--- config.mk ---
export PLATFORM = sky130hd
export DESIGN_NAME = gflog_array
export DESIGN_NICKNAME = d
export VERILOG_FILES = /design/src/rtl/gflog_pkg.sv /design/src/rtl/gflog_fwd_stage.sv /design/src/rtl/gflog_rev_cell.sv /design/src/rtl/gflog_pe.sv /design/src/rtl/gflog_array.sv
export SDC_FILE = /design/constraint.sdc
export NUM_CORES = 1
export LEC_CHECK = 0
export BUFFER_PORTS_ARGS = -buffer_cell sky130_fd_sc_hd__buf_2
export CORE_MARGIN = 4
export CORE_UTILIZATION = 30
export DETAILED_ROUTE_END_ITERATION = 8
export GPL_ROUTABILITY_DRIVEN = 0
export HOLD_SLACK_MARGIN = 0.15
export PLACE_DENSITY = 0.45
export SLEW_MARGIN = 20
export SYNTH_ARGS = -nofsm -noshare
export SYNTH_HDL_FRONTEND = slang
export SYNTH_SLANG_ARGS = --single-unit
--- constraint.sdc ---
create_clock -name clk -period 5.4 [get_ports clk]
set_input_delay 0 -clock clk [delete_from_list [all_inputs] [get_ports clk]]
set_output_delay 0 -clock clk [all_outputs]
set_load 0.01 [all_outputs]
--- src/rtl/gflog_pkg.sv ---
package gflog_pkg;

  localparam int FW = 4;

  typedef logic [FW-1:0] elem_t;

  // low-order taps of the two selectable field polynomials
  localparam elem_t TAPS_A = 4'b0011;  // x^4 + x + 1
  localparam elem_t TAPS_B = 4'b1001;  // x^4 + x^3 + 1

  // multiply by alpha: shift left, fold the carry back through the taps
  function automatic elem_t alpha_step(elem_t b, logic sel);
    elem_t taps;
    taps = sel ? TAPS_B : TAPS_A;
    return {b[FW-2:0], 1'b0} ^ (b[FW-1] ? taps : '0);
  endfunction

  typedef struct packed {
    elem_t x;
    elem_t y;
    logic  op;
    elem_t xe;
    elem_t ye;
    logic  xh;
    logic  yh;
  } fwd_t;

  typedef struct packed {
    elem_t rp;
    logic  rv;
    elem_t pat;
  } rev_t;

endpackage

--- src/rtl/gflog_fwd_stage.sv ---
module gflog_fwd_stage
  import gflog_pkg::*;
#(
  parameter int STG = 0,
  parameter int K_W = 2
) (
  input  logic              clk,
  input  logic              rst,
  input  elem_t             pat,
  input  logic [FW-K_W-1:0] idx,
  input  fwd_t              d,
  output fwd_t              q
);

  fwd_t  nxt;
  elem_t code;

  assign code = {idx, K_W'(STG)};

  always_comb begin
    nxt = d;
    if (!d.xh && (d.x != '0) && (d.x == pat)) begin
      nxt.xh = 1'b1;
      nxt.xe = code;
    end
    if (!d.yh && (d.y != '0) && (d.y == pat)) begin
      nxt.yh = 1'b1;
      nxt.ye = code;
    end
  end

  always_ff @(posedge clk) begin
    if (rst) q <= '0;
    else     q <= nxt;
  end

  // a recognised operand keeps its exponent
  p_sticky_hit_r5: assert property (@(posedge clk) disable iff (rst)
    d.xh |=> (q.xh && q.xe == $past(d.xe)));
  p_sticky_hit_y_r5: assert property (@(posedge clk) disable iff (rst)
    d.yh |=> (q.yh && q.ye == $past(d.ye)));

  // zero is never recognised
  p_zero_nomatch_r6: assert property (@(posedge clk) disable iff (rst)
    (d.x == '0 && !d.xh) |=> !q.xh);

  // a new hit carries this stage's rotation count in the low bits
  p_new_hit_low_bits_r3: assert property (@(posedge clk) disable iff (rst)
    !d.xh |=> (!q.xh || q.xe[K_W-1:0] == K_W'(STG)));

endmodule

--- src/rtl/gflog_rev_cell.sv ---
module gflog_rev_cell
  import gflog_pkg::*;
#(
  parameter int K_W = 2
) (
  input  logic              clk,
  input  logic              rst,
  input  elem_t             pat,
  input  logic [FW-K_W-1:0] idx,
  input  rev_t              r_in,
  output rev_t              r_out
);

  logic hit;

  assign hit = r_in.rv && (r_in.rp[FW-1:K_W] == idx);

  always_ff @(posedge clk) begin
    if (rst) begin
      r_out <= '0;
    end else begin
      r_out.rp  <= r_in.rp;
      r_out.rv  <= r_in.rv;
      r_out.pat <= hit ? pat : r_in.pat;
    end
  end

  // an invalid entry leaves the pattern bus untouched
  p_rev_idle_r10: assert property (@(posedge clk) disable iff (rst)
    !r_in.rv |=> (r_out.pat == $past(r_in.pat)));

  // power and valid flag travel with the entry
  p_rev_carry_r9: assert property (@(posedge clk) disable iff (rst)
    r_in.rv |=> (r_out.rv && r_out.rp == $past(r_in.rp)));

endmodule

--- src/rtl/gflog_pe.sv ---
module gflog_pe
  import gflog_pkg::*;
#(
  parameter int N_STG  = 4,
  parameter int K_W    = 2,
  parameter int PE_W   = 2,
  parameter int PE_IDX = 0
) (
  input  logic              clk,
  input  logic              rst,
  input  logic              cfg_we,
  input  logic [PE_W-1:0]   cfg_sel,
  input  elem_t             cfg_pat,
  input  logic [FW-K_W-1:0] cfg_idx,
  input  logic              cfg_poly,
  input  fwd_t              f_in,
  output fwd_t              f_out,
  input  rev_t              r_in,
  output rev_t              r_out
);

  elem_t             pat_q;
  logic [FW-K_W-1:0] idx_q;
  logic              poly_q;

  always_ff @(posedge clk) begin
    if (rst) begin
      pat_q  <= '0;
      idx_q  <= '0;
      poly_q <= 1'b0;
    end else if (cfg_we && cfg_sel == PE_W'(PE_IDX)) begin
      pat_q  <= cfg_pat;
      idx_q  <= cfg_idx;
      poly_q <= cfg_poly;
    end
  end

  // base pattern rotated once per stage
  elem_t rot  [N_STG];
  fwd_t  link [N_STG+1];

  assign rot[0]  = pat_q;
  assign link[0] = f_in;

  for (genvar s = 1; s < N_STG; s++) begin : g_rot
    assign rot[s] = alpha_step(rot[s-1], poly_q);
  end

  for (genvar s = 0; s < N_STG; s++) begin : g_stage
    gflog_fwd_stage #(
      .STG (s),
      .K_W (K_W)
    ) u_stage (
      .clk (clk),
      .rst (rst),
      .pat (rot[s]),
      .idx (idx_q),
      .d   (link[s]),
      .q   (link[s+1])
    );
  end

  assign f_out = link[N_STG];

  gflog_rev_cell #(
    .K_W (K_W)
  ) u_rev (
    .clk   (clk),
    .rst   (rst),
    .pat   (pat_q),
    .idx   (idx_q),
    .r_in  (r_in),
    .r_out (r_out)
  );

endmodule

--- src/rtl/gflog_array.sv ---
module gflog_array
  import gflog_pkg::*;
#(
  parameter int N_PE  = 4,
  parameter int N_STG = 4,
  localparam int K_W  = $clog2(N_STG),
  localparam int PE_W = $clog2(N_PE),
  localparam int IX_W = FW - K_W
) (
  input  logic            clk,
  input  logic            rst,
  input  logic            cfg_we,
  input  logic [PE_W-1:0] cfg_sel,
  input  logic [FW-1:0]   cfg_pat,
  input  logic [IX_W-1:0] cfg_idx,
  input  logic            cfg_poly,
  input  logic [FW-1:0]   x_in,
  input  logic [FW-1:0]   y_in,
  input  logic            op_in,
  output logic [FW-1:0]   x_exp_o,
  output logic [FW-1:0]   y_exp_o,
  output logic            x_hit_o,
  output logic            y_hit_o,
  output logic            op_o,
  input  logic [FW-1:0]   rp_in,
  input  logic            rp_valid_in,
  output logic [FW-1:0]   rp_o,
  output logic            rp_valid_o,
  output logic [FW-1:0]   res_pat_o
);

  fwd_t fchain [N_PE+1];
  rev_t rchain [N_PE+1];
  fwd_t f_head;
  rev_t r_tail;

  always_comb begin
    f_head    = '0;
    f_head.x  = x_in;
    f_head.y  = y_in;
    f_head.op = op_in;
    r_tail    = '0;
    r_tail.rp = rp_in;
    r_tail.rv = rp_valid_in;
  end

  assign fchain[0]    = f_head;
  assign rchain[N_PE] = r_tail;

  for (genvar p = 0; p < N_PE; p++) begin : g_pe
    gflog_pe #(
      .N_STG  (N_STG),
      .K_W    (K_W),
      .PE_W   (PE_W),
      .PE_IDX (p)
    ) u_pe (
      .clk      (clk),
      .rst      (rst),
      .cfg_we   (cfg_we),
      .cfg_sel  (cfg_sel),
      .cfg_pat  (cfg_pat),
      .cfg_idx  (cfg_idx),
      .cfg_poly (cfg_poly),
      .f_in     (fchain[p]),
      .f_out    (fchain[p+1]),
      .r_in     (rchain[p+1]),
      .r_out    (rchain[p])
    );
  end

  assign x_exp_o    = fchain[N_PE].xe;
  assign y_exp_o    = fchain[N_PE].ye;
  assign x_hit_o    = fchain[N_PE].xh;
  assign y_hit_o    = fchain[N_PE].yh;
  assign op_o       = fchain[N_PE].op;
  assign rp_o       = rchain[0].rp;
  assign rp_valid_o = rchain[0].rv;
  assign res_pat_o  = rchain[0].pat;

  // an unrecognised operand leaves with a zero exponent
  p_miss_zero_exp_r6: assert property (@(posedge clk) disable iff (rst)
    (!x_hit_o |-> x_exp_o == '0) and (!y_hit_o |-> y_exp_o == '0));

  // an invalid reverse entry leaves with an empty pattern
  p_rev_empty_r10: assert property (@(posedge clk) disable iff (rst)
    !rp_valid_o |-> res_pat_o == '0);

endmodule

### After elaboration in Yosys (flattened, before gate mapping)

Cells that the tools add are included.

| storage, ports and cells | value |
|---|---|
| register bits after elaboration | 360 |
| logic and storage cells | 451 |
| output and inout bits | 20 |
| bits of input ports | 26 |

| operators by class | value |
|---|---|
| eq/ne operators | 39 |
| reduce and logical (&&, ||, !) cells | 158 |
| bitwise logic cells | 15 |
| multiplexer cells | 81 |

Operator list:

| kind | number |
|---|---|
| 4-bit two-way mux | 49 |
| 4-bit equality test | 32 |
| 4-bit nonzero test | 32 |
| 1-bit logical AND | 70 |
| 2-bit OR reduction | 25 |
| 4-bit bitwise XOR | 12 |
| 1-bit two-way mux | 32 |
| 1-bit logical NOT | 30 |
| 2-bit equality test | 4 |
| 2-bit equality test (second input constant) | 2 |
| 1-bit inverter | 3 |
| 2-bit by 1-bit equality test with 1-bit output (second input constant) | 1 |
| 2-bit logical NOT | 1 |

### Depth between registers and ports, before layout

| depth | value |
|---|---|
| depth after elaboration | 10 |
| gate-level depth with buffers | 8 |
| depth with buffers taken out | 6 |

### By module

A second synthesis with hierarchy kept.

| second synthesis, totals | value |
|---|---|
| cell total of the unflattened synthesis | 1460 |
| area, all modules | 14295.0 um2 |

Modules (own cells, without submodules):

| module | seq. area each (um2) | cells an instance | times used | area an instance (um2) |
|---|---|---|---|---|
| gflog_fwd_stage at g_pe[0].u_pe.g_stage[1].u_stage ... | 380.4 | 74 | 8 | 716.9 |
| gflog_fwd_stage at g_pe[0].u_pe.g_stage[3].u_stage ... | 380.4 | 74 | 4 | 711.9 |
| gflog_fwd_stage at g_pe[0].u_pe.g_stage[0].u_stage ... | 380.4 | 72 | 4 | 701.9 |
| gflog_rev_cell | 180.2 | 31 | 4 | 342.8 |
| gflog_pe at g_pe[1].u_pe ... | 140.1 | 40 | 2 | 382.9 |
| gflog_pe at g_pe[0].u_pe | 140.1 | 40 | 1 | 385.4 |
| gflog_pe at g_pe[3].u_pe | 140.1 | 39 | 1 | 377.9 |
| gflog_array | 0.0 | 1 | 1 | 3.8 |

### Worst setup path before layout

No wires, ideal clock.

| timing | value |
|---|---|
| path type | register -> register |
| from | register g_pe[3].u_pe.pat_q[3] |
| to | register g_pe[3].u_pe.g_stage[2].u_stage.q[9] in the netlist's numbering |
| clock period less this slack | 2.094 ns |
| library setup time | 0.128 ns |
| path buffers | 1 |
| data arrival time | 1.967 ns |
| data required time | 5.272 ns |
| slack | 3.306 ns |
| stages on the path, launching flop included | 8 |
| cells stage by stage | dfxtp_1 > buf_2 > xor2_1 > and3_1 > or3b_1 > a2111oi_4 > mux2i_1 > nor2_1 |

| on the way | value |
|---|---|
| cells in the longest elaborated chain, start to end | 7 |

RTL lines:

| element | line | source |
|---|---|---|
| start: declaration | gflog_pe.sv:22 | `elem_t pat_q;` |
| start signal: assignment | gflog_pe.sv:32 | `pat_q <= cfg_pat;` |
| 4-bit two-way mux (*) | gflog_pkg.sv:15 | `return {b[FW-2:0], 1'b0} ^ (b[FW-1] ? taps : '0);` |
| 4-bit bitwise XOR (*) | gflog_pkg.sv:15 |  |
| 4-bit two-way mux | gflog_pkg.sv:15 |  |
| 4-bit bitwise XOR (*) | gflog_pkg.sv:15 |  |
| 4-bit equality test (*) | gflog_fwd_stage.sv:22 | `if (!d.xh && (d.x != '0) && (d.x == pat)) begin` |
| 1-bit logical AND (*) | gflog_fwd_stage.sv:22 |  |
| 4-bit two-way mux (*) | gflog_fwd_stage.sv:22 |  |
| end signal: assignment | gflog_fwd_stage.sv:34 | `else q <= nxt;` |
| end: declaration | gflog_fwd_stage.sv:12 | `output fwd_t q` |

Every way passes the cells marked *; elsewhere a longest branch is shown, timed or not.
A chain may end at the register's enable or synchronous reset.

### Final worst setup path

| timing | value |
|---|---|
| from | register g_pe[0].u_pe.pat_q[3] |
| to | register g_pe[0].u_pe.g_stage[1].u_stage.q[5] in the netlist's numbering |

| on the way | value |
|---|---|
| cells in the longest elaborated chain, start to end | 5 |

RTL lines:

| element | line | source |
|---|---|---|
| start: declaration | gflog_pe.sv:22 |  |
| start signal: assignment | gflog_pe.sv:32 |  |
| 4-bit two-way mux | gflog_pkg.sv:15 |  |
| 4-bit bitwise XOR | gflog_pkg.sv:15 |  |
| 4-bit equality test | gflog_fwd_stage.sv:26 | `if (!d.yh && (d.y != '0) && (d.y == pat)) begin` |
| 1-bit logical AND | gflog_fwd_stage.sv:26 |  |
| 4-bit two-way mux | gflog_fwd_stage.sv:26 |  |
| end signal: assignment | gflog_fwd_stage.sv:34 |  |
| end: declaration | gflog_fwd_stage.sv:12 |  |

No other way between the ends.

==> results.py <==
metrics = {
    "route": {
        "drc": 0,
        "wire_per_inst_um": 14.9,
        "viasPerCell": 4.48,
        "detail-route-antenna-nets": 0,
        "first_iter_violations": 448,
        "vias": 9515,
        "wirelength_mm": 31.6,
        "drt-pass1-iter-count": 4,
    },
    "setup_path": {
        "r2r_cells": 6,
        "cp-end-kind": "flip-flop",
        "crit_path_start": "g_pe[0].u_pe.pat_q[3]",
        "critical_path_class": "reg -> reg",
        "start_kind": "flip-flop",
        "arrival_ns": 3.27,
        "rrSetupSlack_ns": 2.51,
        "r2r-end": "g_pe[0].u_pe.g_stage[1].u_stage.q[5]",
        "cp_max_fo": 28,
        "reg2reg_from": "g_pe[0].u_pe.pat_q[3]",
        "critical_path_required_ns": 5.78,
    },
    "floorplan": {
        "ioPinCount": 46,
        "die_w_um": 225,
        "rows": 79,
        "start_util": 0.303,
        "core_area_um2": 46600,
        "die_area_um2": 50600,
        "die_h_um": 225,
    },
    "global_route": {
        "grt_pass1_vias": 9637,
        "antenna_found_initial": 0,
        "grt-ovfl-total": 0,
        "grt_pass1_wl_mm": 51.6,
        "grtUsageTotal": 0.124,
        "grt_max_degree": 163,
    },
    "layout": {
        "nets": 1511,
        "multi_input_area_um2": 6410,
        "final.fill_count": 4722,
        "drive_gt1_frac": 0.0944,
        "syn_to_final_growth_pct": 16.7,
        "seqCellArea_um2": 7090,
        "n_antenna_cell": 0,
    },
    "synthesis": {
        "synth_cell_type_count": 59,
        "syn_area_um2": 14100,
        "synthFlopType": "dfxtp_1",
        "synth-seq-area-share": 0.502,
        "synth-async-reset-ratio": 0,
        "synth_area_per_cell_um2": 9.72,
        "syn_nets": 1479,
        "synth_edf_count": 0,
        "synth.ff_latch_count": 354,
        "synth_cells": 1453,
        "yosysWarnings": 0,
    },
    "placement": {
        "port_buffers": 45,
        "post-dp-hpwl_mm": 21.3,
    },
    "status": {
        "status": "finished clean",
    },
    "clocking": {
        "path_clk_slew_ns": 0.06,
        "root_buffer": "clkbuf_16",
        "cts.sinks": 354,
        "clk_path_buf_depth": 3,
        "numCtsBuffers": 39,
        "cts-resized-gates": 0,
        "clock_latency_ns": 0.53,
        "cts_tree": "built",
        "cts-htree-levels": 2,
    },
    "worst_hold_path": {
        "hold_path_end": "g_pe[0].u_pe.g_stage[0].u_stage.q[10]",
        "hold_start": "op_in",
        "hold_class": "in -> reg",
        "hold_path_depth": 3,
    },
    "pwr": {
        "power.leakage_nw": 6.66,
        "finalPower_mw": 5.74,
        "powerDensity_nw_per_um2": 348,
        "irDropWorstVdd_mv": 0.238,
    },
    "sta": {
        "fmax_mhz": 347,
        "slew_headroom": 0.309,
        "fin_crit_sh": 0.534,
        "finalHoldViolCount": 0,
        "drv_slew": 0,
        "fin_skew_ns": 0.00865,
        "rsz0062_at_grt": "no",
        "worstMarginPinSlew_ns": 1.04,
        "layout_min_cycle_time_ns": 2.89,
        "fin_tns_setup_ns": 0,
        "setup_viol": 0,
    },
    "run": {
        "cap_violations": 0,
    },
}
==> cell type report <==
cell class | instances | share of cell area
clock inverters | 22 | 0.0146
repair buffers | 93 | 0.0428
clock buffers | 49 | 0.0677
multi-input cells | 954 | 0.389
well taps | 607 | 0.0461
flip-flops and latches | 354 | 0.430
inverters | 43 | 0.00979
==> worst max-delay path: stages, from the launching register on <==
cell     delay (ns)
dfxtp_1        1.00
nand2_1        0.31
xnor2_1        0.45
mux2i_1        0.13
or4_1          0.62
mux2i_1        0.19
nor2_1         0.05
==> repair_timing <==
action,CTS,global route
hold buffers,39,0
hold endpoints to repair,143,0
setup buffers,0,0
==> stage by stage <==
step	cell area, um^2	cells	utilization	worst slack [ns]	hold slack, ns
floorplan	14100	1453	-	3.31	0.0792
global placement	14700	2012	0.317	2.51	0.217
detailed placement	14700	2012	0.317	2.45	0.218
CTS	16500	2122	0.354	2.44	0.203
global route	16500	2122	0.354	2.23	0.240
finish	16500	2122	0.354	2.51	0.220
==> state kept, by name, summed over array words and instances, names as in the netlist <==
signal	cells
g_pe.u_pe.idx_q	8
g_pe.u_pe.pat_q	16
g_pe.u_pe.poly_q	4
g_pe.u_pe.u_rev.r_out	36
g_pe.u_pe.g_stage.u_stage.q	290
==> report_power, final <==
part           leakage, nW  internal, mW  switching, mW
sequential            2.86          2.65         0.0497
clock                0.675          1.67           1.09
combinational         3.12         0.128          0.154
total                 6.66          4.45           1.29
==> Yosys cell counts (all sizes together) (5+ instances only) <==
library cell	count	area share
dfxtp	354	0.50
nor2b	170	0.075
nor2	166	0.044
mux2i	108	0.077
xnor2	80	0.050
a21oi	64	0.023
clkbuf	59	0.016
nor3	51	0.018
nand2	44	0.012
buf	43	0.018
inv	43	0.011
xor2	43	0.027
nand2b	35	0.015
o21ai	24	0.0085
and2	18	0.0080
nor3b	15	0.0080
or4	12	0.0064
nand3b	11	0.0058
nor4	10	0.010
a31oi	8	0.0035
and3b	8	0.0050
nand4	8	0.0035
a2111oi	7	0.0084
a211oi	6	0.0032
nand3	6	0.0021
o211ai	5	0.0027
or3	5	0.0022
==> how the worst max path moves through the flow <==
| stage | depth (start not counted) | endpoint | slack, ns |
|---|---|---|---|
| after detailed placement | 6 | g_pe[0].u_pe.g_stage[1].u_stage.q[4] | 2.45 |
| after floorplan | 7 | g_pe[3].u_pe.g_stage[2].u_stage.q[9] | 3.31 |
| after global routing | 6 | g_pe[0].u_pe.g_stage[1].u_stage.q[5] | 2.23 |
| after CTS | 6 | g_pe[0].u_pe.g_stage[1].u_stage.q[4] | 2.44 |
| final | 6 | g_pe[0].u_pe.g_stage[1].u_stage.q[5] | 2.51 |
| after global placement | 6 | g_pe[0].u_pe.g_stage[1].u_stage.q[5] | 2.51 |
==> cells by family (layout without fill, tap and decap cells) <==
group                     after synthesis  in the layout  share of synthesized area
and+or+nand+nor                       565            565                      0.219
muxes                                 111            111                     0.0789
xor gates and xnor gates              128            128                     0.0845
buffers and inverters                 145            207                     0.0448
DFF                                   354            354                      0.502
AOI/OAI and AO/OA                     150            150                     0.0712
==> layer usage <==
metal / track usage / vias to the layer above / wire (um)
li1: - / 4864 / -
met5: 0 / - / 0
met1: 0.165 / 4501 / 14900
met4: 0.0291 / 0 / 609
met3: 0.0212 / 46 / 1010
met2: 0.212 / 104 / 15000
==> cell usage in the layout, fill, tap and decap left out, drive strengths merged, types with 8 or more instances in the layout <==
cell type,instances
and2,18
clkbuf,49
dfxtp,354
and3b,8
nor2,166
or4,12
nor3b,15
nor4,10
xnor2,80
a31oi,8
xor2,43
nor2b,170
nand2,44
mux2i,108
a21oi,64
buf,54
nor3,51
inv,47
nand2b,35
dlygate4sd3,39
nand4,8
o21ai,24
clkinv,12
nand3b,11
(Power assumes the default switching activity.)
